**src/rtl/miss_cap_pkg.sv**
```systemverilog
package miss_cap_pkg;

  localparam int unsigned THR_W = 4;
  localparam int unsigned MAX_CODE = 11;

  typedef struct packed {
    logic capData;
    logic capInst;
    logic clrData;
    logic clrInst;
  } mcap_strobe_t;

  function automatic int unsigned thrValue(input logic [THR_W-1:0] sel);
    int unsigned result;
    if (sel == '0) begin
      result = 0;
    end else if (32'(sel) > MAX_CODE) begin
      result = 32'd1 << (MAX_CODE + 1);
    end else begin
      result = 32'd1 << (32'(sel) + 1);
    end
    return result;
  endfunction

endpackage

```
**src/rtl/mcap_ctrl.sv**
```systemverilog
module mcap_ctrl
  import miss_cap_pkg::*;
#(
  parameter int unsigned MEAS_W = 16
) (
  input  logic              clk,
  input  logic              rstN,
  input  logic              missValid,
  input  logic              missIsHit,
  input  logic              missKind,
  input  logic [MEAS_W-1:0] missLatency,
  input  logic              dataCapEn,
  input  logic              instCapEn,
  input  logic [THR_W-1:0]  dataThrSel,
  input  logic [THR_W-1:0]  instThrSel,
  input  logic              clrData,
  input  logic              clrInst,
  output mcap_strobe_t      strobe,
  output logic              dataEvent,
  output logic              instEvent
);

  localparam int unsigned NUM_CH = 2;

  logic [NUM_CH-1:0] qual;
  logic [NUM_CH-1:0] eventQ;

  for (genvar ch = 0; ch < NUM_CH; ch++) begin : g_chan
    logic [THR_W-1:0] sel;
    logic             chanEn;
    logic             kindMatch;
    logic             latOk;

    assign sel       = (ch == 0) ? dataThrSel : instThrSel;
    assign chanEn    = (ch == 0) ? dataCapEn : instCapEn;
    assign kindMatch = (missKind == 1'(ch));
    assign latOk     = 32'(missLatency) >= thrValue(sel);
    assign qual[ch]  = missValid & ~missIsHit & kindMatch & chanEn & latOk;

    always_ff @(posedge clk) begin
      if (!rstN) begin
        eventQ[ch] <= 1'b0;
      end else begin
        eventQ[ch] <= qual[ch];
      end
    end
  end

  always_comb begin
    strobe.capData = qual[0];
    strobe.capInst = qual[1];
    strobe.clrData = clrData;
    strobe.clrInst = clrInst;
  end

  assign dataEvent = eventQ[0];
  assign instEvent = eventQ[1];

endmodule

```
**src/rtl/mcap_datapath.sv**
```systemverilog
module mcap_datapath
  import miss_cap_pkg::*;
#(
  parameter int unsigned ADDR_W   = 32,
  parameter int unsigned MEAS_W   = 16,
  parameter int unsigned LAT_W    = 12,
  parameter int unsigned LINE_OFF = 5
) (
  input  logic              clk,
  input  logic              rstN,
  input  mcap_strobe_t      strobe,
  input  logic [ADDR_W-1:0] missInstAddr,
  input  logic [1:0]        missSlot,
  input  logic [ADDR_W-1:0] missDataAddr,
  input  logic [MEAS_W-1:0] missLatency,
  output logic [ADDR_W-1:0] dataAddr,
  output logic [LAT_W-1:0]  dataLat,
  output logic [ADDR_W-1:0] dataIp,
  output logic [ADDR_W-1:0] instLine,
  output logic [LAT_W-1:0]  instLat
);

  localparam int unsigned BUNDLE_OFF = 4;
  localparam int unsigned BUNDLE_W   = ADDR_W - BUNDLE_OFF;
  localparam int unsigned LINE_W     = ADDR_W - LINE_OFF;
  localparam logic [LAT_W-1:0] LAT_MAX = '1;

  logic [LAT_W-1:0]    latSat;
  logic [ADDR_W-1:0]   dAddrQ;
  logic [LAT_W-1:0]    dLatQ;
  logic [BUNDLE_W-1:0] dBundleQ;
  logic [1:0]          dSlotQ;
  logic                dValidQ;
  logic [LINE_W-1:0]   iLineQ;
  logic [LAT_W-1:0]    iLatQ;
  logic                iValidQ;

  always_comb begin
    if (missLatency > MEAS_W'(LAT_MAX)) begin
      latSat = LAT_MAX;
    end else begin
      latSat = missLatency[LAT_W-1:0];
    end
  end

  always_ff @(posedge clk) begin
    if (!rstN) begin
      dAddrQ   <= '0;
      dLatQ    <= '0;
      dBundleQ <= '0;
      dSlotQ   <= '0;
      dValidQ  <= 1'b0;
    end else if (strobe.capData) begin
      dAddrQ   <= missDataAddr;
      dLatQ    <= latSat;
      dBundleQ <= missInstAddr[ADDR_W-1:BUNDLE_OFF];
      dSlotQ   <= missSlot;
      dValidQ  <= 1'b1;
    end else if (strobe.clrData) begin
      dValidQ  <= 1'b0;
    end
  end

  always_ff @(posedge clk) begin
    if (!rstN) begin
      iLineQ  <= '0;
      iLatQ   <= '0;
      iValidQ <= 1'b0;
    end else if (strobe.capInst) begin
      iLineQ  <= missInstAddr[ADDR_W-1:LINE_OFF];
      iLatQ   <= latSat;
      iValidQ <= 1'b1;
    end else if (strobe.clrInst) begin
      iValidQ <= 1'b0;
    end
  end

  assign dataAddr = dAddrQ;
  assign dataLat  = dLatQ;
  assign dataIp   = {dBundleQ, dSlotQ, 1'b0, dValidQ};
  assign instLine = {iLineQ, {(LINE_OFF-1){1'b0}}, iValidQ};
  assign instLat  = iLatQ;

endmodule

```
**src/rtl/miss_addr_capture.sv**
```systemverilog
module miss_addr_capture
  import miss_cap_pkg::*;
#(
  parameter int unsigned ADDR_W   = 32,
  parameter int unsigned MEAS_W   = 16,
  parameter int unsigned LAT_W    = 12,
  parameter int unsigned LINE_OFF = 5
) (
  input  logic              clk,
  input  logic              rstN,
  input  logic              missValid,
  input  logic              missIsHit,
  input  logic              missKind,
  input  logic [ADDR_W-1:0] missInstAddr,
  input  logic [1:0]        missSlot,
  input  logic [ADDR_W-1:0] missDataAddr,
  input  logic [MEAS_W-1:0] missLatency,
  input  logic              dataCapEn,
  input  logic              instCapEn,
  input  logic [3:0]        dataThrSel,
  input  logic [3:0]        instThrSel,
  input  logic              clrData,
  input  logic              clrInst,
  output logic [ADDR_W-1:0] dataAddr,
  output logic [LAT_W-1:0]  dataLat,
  output logic [ADDR_W-1:0] dataIp,
  output logic [ADDR_W-1:0] instLine,
  output logic [LAT_W-1:0]  instLat,
  output logic              dataEvent,
  output logic              instEvent
);

  mcap_strobe_t strobe;

  mcap_ctrl #(.MEAS_W(MEAS_W)) u_ctrl (
    .clk         (clk),
    .rstN        (rstN),
    .missValid   (missValid),
    .missIsHit   (missIsHit),
    .missKind    (missKind),
    .missLatency (missLatency),
    .dataCapEn   (dataCapEn),
    .instCapEn   (instCapEn),
    .dataThrSel  (dataThrSel),
    .instThrSel  (instThrSel),
    .clrData     (clrData),
    .clrInst     (clrInst),
    .strobe      (strobe),
    .dataEvent   (dataEvent),
    .instEvent   (instEvent)
  );

  mcap_datapath #(
    .ADDR_W   (ADDR_W),
    .MEAS_W   (MEAS_W),
    .LAT_W    (LAT_W),
    .LINE_OFF (LINE_OFF)
  ) u_dp (
    .clk          (clk),
    .rstN         (rstN),
    .strobe       (strobe),
    .missInstAddr (missInstAddr),
    .missSlot     (missSlot),
    .missDataAddr (missDataAddr),
    .missLatency  (missLatency),
    .dataAddr     (dataAddr),
    .dataLat      (dataLat),
    .dataIp       (dataIp),
    .instLine     (instLine),
    .instLat      (instLat)
  );

endmodule

```
**config.mk**
```make
export PLATFORM = sky130hd
export DESIGN_NAME = miss_addr_capture
export DESIGN_NICKNAME = d
export VERILOG_FILES = /design/src/rtl/miss_cap_pkg.sv /design/src/rtl/mcap_ctrl.sv /design/src/rtl/mcap_datapath.sv /design/src/rtl/miss_addr_capture.sv
export SDC_FILE = /design/constraint.sdc
export NUM_CORES = 1
export LEC_CHECK = 0
export BUFFER_PORTS_ARGS = -buffer_cell sky130_fd_sc_hd__buf_2
export CAP_MARGIN = 25
export CORE_MARGIN = 2
export CORE_UTILIZATION = 37
export DETAILED_ROUTE_END_ITERATION = 10
export PLACE_DENSITY_LB_ADDON = 0.08
export SYNTH_ARGS = -nofsm -noshare
export SYNTH_HDL_FRONTEND = slang
export SYNTH_SLANG_ARGS = --single-unit
```
**constraint.sdc**
```tcl
create_clock -name clk -period 3.6 [get_ports clk]
set_input_delay 0.54 -clock clk [delete_from_list [all_inputs] [get_ports clk]]
set_output_delay 0.54 -clock clk [all_outputs]
set_load 0.01 [all_outputs]
```
==> flow_summary.yaml, run 1 <==
critical_path:
  crit_chain: "buf_2, nor2b_1, nand2_1, ha_1, a31oi_1, nor2b_1, o311ai_4, a31o_2, buf_4, mux2i_1"
  crit_path_start_kind: "primary input"
  slowest_stage: "o311ai_4"
  r2r-start: "u_dp.dataLat[10]"
  r2r_slack_ns: 2.93
  cpMostUsedCell: "nor2b_1"
  slowest_delay_ns: 0.56
  worstPathRequired_ns: 3.93
  crit_type: "primary input to flop"
  reg2reg_depth: 2
  critical_path.top_delay_family: "compound AO/OA/AOI/OAI gates"
  crit_path_end_kind: "flop"
  crit_fanout: 25
  critPathBufInv: 2
  worstPathArrival_ns: 2.99
  r2r_end: "u_dp.dataLat[10]"
floorplan:
  num_rows: 45
  dieArea_um2: 16400
  die_x_um: 128
  start_util: 0.376
  pin_count: 221
  dieHeight_um: 128
  coreArea_um2: 15100
drt:
  drt_iter0_markers: 111
  first_pass_iters: 4
  routed_wl_mm: 14.6
  wl_per_cell_um: 14.2
  drc: 0
  viasPerCell: 4.85
  vias: 4987
  postRouteAntennaNets: 0
global_routing:
  grt_antenna_before_repair: 0
  met1_usage: 0.217
  grt_overflow: 0
  grtUsageMet3: 0.0492
  grt_pass1_vias: 4773
  grt_pass1_wl_mm: 23.0
  grtUsageTotal: 0.177
  grt_use_met2: 0.294
  grt_max_degree: 87
  top_usage_layer: "met2"
synthesis:
  synth_top_area_frac: 0.412
  yosys.cell_count.top_type: "nand2_1"
  synth_common_cells: "nand2_1, dfxtp_1, mux2i_1, ha_1, inv_1"
  synthTopCellsByArea: "dfxtp_1, mux2i_1, nand2_1"
  ys_seq_area_frac: 0.412
  ys_warn_count: 0
  synth_area_per_cell_um2: 9.12
  syn_inst: 623
  yosysUniqueCellTypes: 33
  syn-cell-area_um2: 5680
  synth_top_area_cell: "dfxtp_1"
  synth-edff-count: 0
  synth-main-ff-cell: "dfxtp_1"
  synthArstFlopShare: 0
  synth-seq-cells: 117
clocking:
  hold_buffers: 0
  numCtsBuffers: 17
  ctsResizeCount: 0
  cts_tree: "built"
  path_clk_slew_ns: 0.06
  cts_root_buf: "clkbuf_16"
  cts_htree_levels: 4
  post_cts_buffers: 0
  clk_path_buf_depth: 2
  cts_sinks: 117
  worstSkewPairLatency_ns: 0.41
placement:
  portBuffers: 211
  hpwl_mm: 10.9
  gp_congestion: 0.777
  place_inst: 997
final_layout:
  area_growth_pct: 30.6
  antennaDiodeCount: 0
  final_cells: 1029
  final_layout_size_suffix_gt1_frac: 0.323
  nets: 959
hold_path:
  hold_depth: 3
  hold_path.class: "primary input to flop"
  worstHoldEndpoint: "u_dp.dataAddr[4]"
  min_from: "missDataAddr[4]"
job:
  max_cap_violations: 0
power_and_ir_drop:
  leakage_nw: 3.42
  p_per_area_nw_per_um2: 434
  peakVddDrop_uv: 350
sta:
  fmaxAchievable_mhz: 376
  hold_violations: 0
  setup_viol: 0
  setup-tns-final_ns: 0
  maxSlewViolCount: 0
  rsz0062_at_grt: "no"
  fin_crit_ns: 2.66
  period_share: 0.738
  slew_headroom: 0.548
  worst_pin_slew_ns: 0.677
  fin_skew_ns: 0
status:
  outcome: "completed"
==> power by group <==
part / switching, mW / internal [mW]
clock: 0.599 / 0.985
combinational: 0.179 / 0.126
sequential: 0.0104 / 1.32
==> final cells by class <==
cell class                      count  area, um2
Timing Repair Buffer              221       1160
Sequential cell                   117       2340
Fill cell                        1515       7670
Multi-Input combinational cell    443       3020
Tap cell                          188        235
Clock inverter                     11        103
Clock buffer                       21        460
Inverter                           28        105
==> worst max path at each step <==
stage                             start           endpoint  slack [ns]  depth (start not counted)
final                     dataThrSel[0]  u_dp.dBundleQ[11]        0.94                         10
after global routing      dataThrSel[0]  u_dp.dBundleQ[21]        0.73                         10
after CTS                 dataThrSel[0]  u_dp.dBundleQ[19]        0.95                         10
after detailed placement  dataThrSel[0]  u_dp.dBundleQ[19]        0.50                         10
after global placement    dataThrSel[0]  u_dp.dBundleQ[17]        0.59                         10
after floorplan           dataThrSel[1]  u_dp.dBundleQ[27]        1.26                         10
==> placed cells by master (no fill, tap or decap), types with 4 or more instances in the layout <==
master,n
a311oi_1,24
nor2_1,10
a211oi_2,12
clkbuf_16,17
nand2b_1,13
conb_1,15
dfxtp_1,117
ha_1,32
mux2i_1,89
nor2b_1,13
a21oi_1,12
o21ai_0,4
buf_2,210
a211oi_1,14
inv_1,27
nand2_1,182
buf_4,9
==> per-layer routing <==
metal / up-vias / share of wire
met1: 2290 / 0.45
met2: 153 / 0.48
met5: - / 0
met3: 15 / 0.060
met4: 0 / 0.014
li1: 2529 / -
==> per-stage QoR <==
stage	util	instance area, um2	worst slack (ns)	power (mW)	hold WS [ns]
floorplan	-	5730	1.26	1.54	0.450
global placement	0.454	6860	0.593	1.65	0.439
detailed placement	0.454	6860	0.501	1.66	0.445
CTS	0.492	7420	0.948	3.26	0.353
global route	0.492	7420	0.734	3.36	0.361
finish	0.492	7420	0.943	3.22	0.369
==> worst register-to-register path, stage by stage, from the launching register on <==
cell,delay (ns)
dfxtp_1,0.36
inv_1,0.06
a211oi_2,0.17
==> state kept, by name, summed over array words and instances (netlist names) <==
name	flops
u_dp.dataAddr	32
u_dp.dSlotQ	2
u_dp.instLat	12
u_ctrl.dataEvent	1
u_ctrl.instEvent	1
u_dp.iLineQ	27
u_dp.dBundleQ	28
u_dp.dataLat	12
u_dp.iValidQ	1
u_dp.dValidQ	1
==> kinds of logic after synthesis <==
logic type | count (synthesis) | share of synthesized area
compound gates | 80 | 0.121
flops | 117 | 0.412
fa+ha+maj | 32 | 0.0705
mux | 89 | 0.157
buf+inv | 76 | 0.0705
other cells | 2 | 0.00132
simple gates | 227 | 0.168
No activity file was read; power rests on OpenSTA's default activity.
==> run 2: changes to the inputs <==
==> constraint.sdc (replaced) <==
create_clock -name clk -period 2.4 [get_ports clk]
set_input_delay 0.36 -clock clk [delete_from_list [all_inputs] [get_ports clk]]
set_output_delay 0.36 -clock clk [all_outputs]
set_load 0.01 [all_outputs]
==> flow_summary.yaml, run 2 (same netlist as run 1, synthesis figures left out) <==
critical_path:
  crit_chain: "buf_2, nor2b_1, buf_4, nand2_1, ha_1, nand2_1, o21ai_1, a22oi_1, buf_4, a31o_2, buf_12, mux2i_1"
  worstPathRequired_ns: 2.74
  crit_path_end_kind: "flop"
  slowest_delay_ns: 0.28
  worstPathArrival_ns: 2.41
  crit_path_start_kind: "primary input"
  slowest_stage: "ha_1"
  crit_fanout: 26
  crit_type: "primary input to flop"
power_and_ir_drop:
  p_per_area_nw_per_um2: 688
  leakage_nw: 3.57
  peakVddDrop_uv: 514
sta:
  setup_viol: 0
  hold_violations: 0
  setup_ws_ns: 0.324
  fin_skew_ns: 0
  period_share: 0.865
  rsz0062_at_grt: "no"
  setup-tns-final_ns: 0
  slew_headroom: 0.597
  worst_pin_slew_ns: 0.604
  fin_crit_ns: 2.08
  maxSlewViolCount: 0
  holdWs_ns: 0.187
  fmaxAchievable_mhz: 482
global_routing:
  grt_max_degree: 91
  grt_antenna_before_repair: 0
  grt_pass1_wl_mm: 23.0
  grt_overflow: 0
  grt_pass1_vias: 4789
  grtUsageTotal: 0.176
status:
  outcome: "completed"
clocking:
  worstSkewPairLatency_ns: 0.41
  clk_path_buf_depth: 2
  cts_tree: "built"
  post_cts_buffers: 0
  hold_buffers: 0
  path_clk_slew_ns: 0.06
  cts_sinks: 117
  ctsResizeCount: 0
  cts_root_buf: "clkbuf_16"
  cts_htree_levels: 4
  numCtsBuffers: 17
final_layout:
  fillers: 1441
  antennaDiodeCount: 0
  layout_commonest_cell: "buf_2"
  largest_reg_flops: 32
  area_growth_pct: 35.4
  nets: 976
  finish.utilization: 0.510
  mostFrequentLayoutCells: "buf_2, nand2_1, dfxtp_1"
  final_layout_size_suffix_gt1_frac: 0.337
drt:
  vias: 4982
  drc: 0
  postRouteAntennaNets: 0
  routed_wl_mm: 14.6
  first_pass_iters: 4
  viasPerCell: 4.76
  wl_per_cell_um: 14.0
  drt_iter0_markers: 185
floorplan:
  die_x_um: 128
  num_rows: 45
  pin_count: 221
  coreArea_um2: 15100
  start_util: 0.376
  dieArea_um2: 16400
  dieHeight_um: 128
job:
  max_cap_violations: 0
placement:
  portBuffers: 211
  post-place-ws_ns: -0.125
  gp_congestion: 0.801
  hpwl_mm: 11.0
hold_path:
  hold_path.class: "primary input to flop"
-- run 2: cell types whose count changed in the layout (fill, tap and decap cells not counted), sizes merged --
cell	change
clkinv	-4
inv	+1
bufinv	+4
clkinvlp	-1
buf	+17
-- run 2: layer usage --
metal,track usage,share of wire,vias up
met4,0.0608,0.015,0
met1,0.217,0.44,2267
met5,0,0,-
li1,-,-,2548
met3,0.0543,0.064,17
met2,0.293,0.48,150
-- run 2: worst max-delay path, delay by kind of cell --
family	cells	cell delay [ns]
AOI/OAI and AO/OA	3	0.51
adders and majority gates	1	0.28
and+or+nand+nor	3	0.37
buffers and inverters	4	0.65
muxes	1	0.22
-- run 2: area by class of cell --
| cell class | instances | area (um2) | area share |
|---|---|---|---|
| multi-input combinational | 443 | 3020 | 0.392 |
| sequential | 117 | 2340 | 0.304 |
| timing repair buffer | 238 | 1340 | 0.174 |
| clock buffer | 21 | 460 | 0.0599 |
| tap | 188 | 235 | 0.0306 |
| clock inverter | 11 | 196 | 0.0255 |
| inverter | 28 | 105 | 0.0137 |
-- run 2: path summary, 6_finish.rpt --
kind / start / endpoint / slack, ns / cells after the start
max reg2reg: u_dp.instLat[1] / u_dp.instLat[1] / 1.70 / 2
max: dataThrSel[0] / u_dp.dBundleQ[22] / 0.32 / 12
min: missDataAddr[4] / u_dp.dataAddr[4] / 0.19 / 3
min reg2reg: u_dp.dataAddr[26] / u_dp.dataAddr[26] / 0.45 / 2
-- run 2: through the flow --
step	total power, mW	cell area [um2]	cells
after global routing	5.50	7690	1046
after floorplan	2.31	5730	636
final	5.29	7690	1046
after detailed placement	2.51	7040	1014
after global placement	2.49	7040	1014
after CTS	5.36	7690	1046
-- run 2: power by group --
| group | leakage (nW) | internal [mW] | switching, mW |
|---|---|---|---|
| logic | 2.31 | 0.205 | 0.272 |
| clock network | 0.314 | 1.90 | 0.919 |
| registers | 0.945 | 1.98 | 0.0157 |
==> run 3: changes to the inputs <==
--- a/config.mk
+++ b/config.mk
@@ -6,10 +6,12 @@
 export NUM_CORES = 1
 export LEC_CHECK = 0
 export BUFFER_PORTS_ARGS = -buffer_cell sky130_fd_sc_hd__buf_2
-export CAP_MARGIN = 25
+export CAP_MARGIN = 20
+export CORE_ASPECT_RATIO = 0.8
 export CORE_MARGIN = 2
 export CORE_UTILIZATION = 37
 export DETAILED_ROUTE_END_ITERATION = 10
+export GPL_TIMING_DRIVEN = 0
 export PLACE_DENSITY_LB_ADDON = 0.08
 export SYNTH_ARGS = -nofsm -noshare
 export SYNTH_HDL_FRONTEND = slang
==> flow_summary.yaml, run 3 (same netlist as run 1, synthesis figures left out) <==
status:
  outcome: "completed"
sta:
  worst_pin_slew_ns: 0.724
  period_share: 0.913
  fin_crit_ns: 2.19
  fin_skew_ns: 0
  slew_headroom: 0.513
  rsz0062_at_grt: "no"
  holdWs_ns: 0.193
  maxSlewViolCount: 0
  setup_viol: 0
  fmaxAchievable_mhz: 456
  hold_violations: 0
final_layout:
  antennaDiodeCount: 0
  finish.utilization: 0.509
  design_area_um2: 7640
  layout_commonest_cell: "buf_2"
  mostFrequentLayoutCells: "buf_2, nand2_1, dfxtp_1"
  area_growth_pct: 34.6
  final_layout_size_suffix_gt1_frac: 0.327
  final_cells: 1071
  nets: 1001
  largest_reg_flops: 32
floorplan:
  die_x_um: 143
  coreArea_um2: 15000
  dieArea_um2: 16400
  pin_count: 221
  start_util: 0.378
  num_rows: 40
  dieHeight_um: 115
global_routing:
  top_usage_layer: "met2"
  grt_pass1_wl_mm: 25.7
  grt_use_met2: 0.325
  grt_pass1_vias: 5108
  grtUsageTotal: 0.204
  met1_usage: 0.262
  grt_max_degree: 17
  grt_overflow: 0
  grtUsageMet3: 0.0721
  grt_antenna_before_repair: 0
drt:
  viasPerCell: 4.85
  postRouteAntennaNets: 0
  wl_per_cell_um: 15.6
  drt_iter0_markers: 230
  first_pass_iters: 4
  drc: 0
  routed_wl_mm: 16.7
  vias: 5194
power_and_ir_drop:
  p_total_mw: 4.94
  leakage_nw: 3.56
  peakVddDrop_uv: 510
  p_per_area_nw_per_um2: 646
placement:
  dpl_cell_area_um2: 7020
  gp_congestion: 0.834
  hpwl_mm: 13.1
  place_inst: 1035
  portBuffers: 210
critical_path:
  worstPathArrival_ns: 2.53
  slowest_stage: "clkbuf_1"
  critPathBufInv: 2
  slowest_delay_ns: 0.38
  critical_path.top_delay_family: "compound AO/OA/AOI/OAI gates"
  crit_chain: "buf_2, nor2b_1, nand2_1, ha_1, a31oi_1, nor2b_1, o311ai_4, clkbuf_1, a311oi_1, a211oi_2"
  crit_path_end_kind: "flop"
  cpMostUsedCell: "nor2b_1"
  worstPathRequired_ns: 2.73
  r2r_slack_ns: 1.72
  crit_type: "primary input to flop"
  crit_fanout: 10
  crit_path_start_kind: "primary input"
job:
  max_cap_violations: 0
clocking:
  cts_root_buf: "clkbuf_16"
  path_clk_slew_ns: 0.06
  numCtsBuffers: 17
  hold_buffers: 0
  cts_sinks: 117
  cts_tree: "built"
  worstSkewPairLatency_ns: 0.41
  cts_htree_levels: 4
  clk_path_buf_depth: 2
hold_path:
  hold_path.class: "primary input to flop"
==> run 3: per-stage QoR <==
step	setup slack (ns)	TNS, ns
2_1_floorplan	0.238	0
3_3_place_gp	-0.475	-27.40
3_5_place_dp	-0.495	-30.79
4_1_cts	0.0809	0
5_1_grt	0.00289	0
6_report	0.208	0
==> run 3: final timing paths <==
check | startpoint | endpoint | depth (start not counted)
worst max-delay path | dataThrSel[0] | u_dp.dataLat[9] | 10
worst min-delay path | missDataAddr[29] | u_dp.dataAddr[29] | 3
worst max register to register | u_dp.instLat[10] | u_dp.instLat[10] | 2
worst min register to register | u_dp.dBundleQ[11] | u_dp.dBundleQ[11] | 2
==> run 3: layout make-up <==
type                    count  area (um2)
plain buffers              48         298
inverters                  28         105
fillers                  1478        7370
repair buffers            215        1090
flip-flops and latches    117        2340
clock buffers              22         464
well taps                 189         236
clock inverters             9         104
multi-input cells         443        3010
==> run 3: power by group <==
part	internal [mW]	switching [mW]	leakage (nW)
logic	0.202	0.293	2.34
registers	1.98	0.0159	0.945
clock network	1.57	0.884	0.276
==> run 3: worst reg2reg max path: stages (launching register included) <==
cell      delay, ns
dfxtp_1        0.35
inv_1          0.05
a211oi_1       0.20
==> run 3: routing by layer <==
metal | share of wire | vias up
met4 | 0.011 | 0
met3 | 0.080 | 18
li1 | - | 2600
met2 | 0.44 | 177
met5 | 0 | -
met1 | 0.47 | 2399
==> run 3: timing repair <==
item | 4_1_cts | 5_1_grt
setup endpoints to repair | 27 | 61
gates resized for setup | 2 | 6
buffers inserted | 0 | 5
pin swaps | 0 | 3
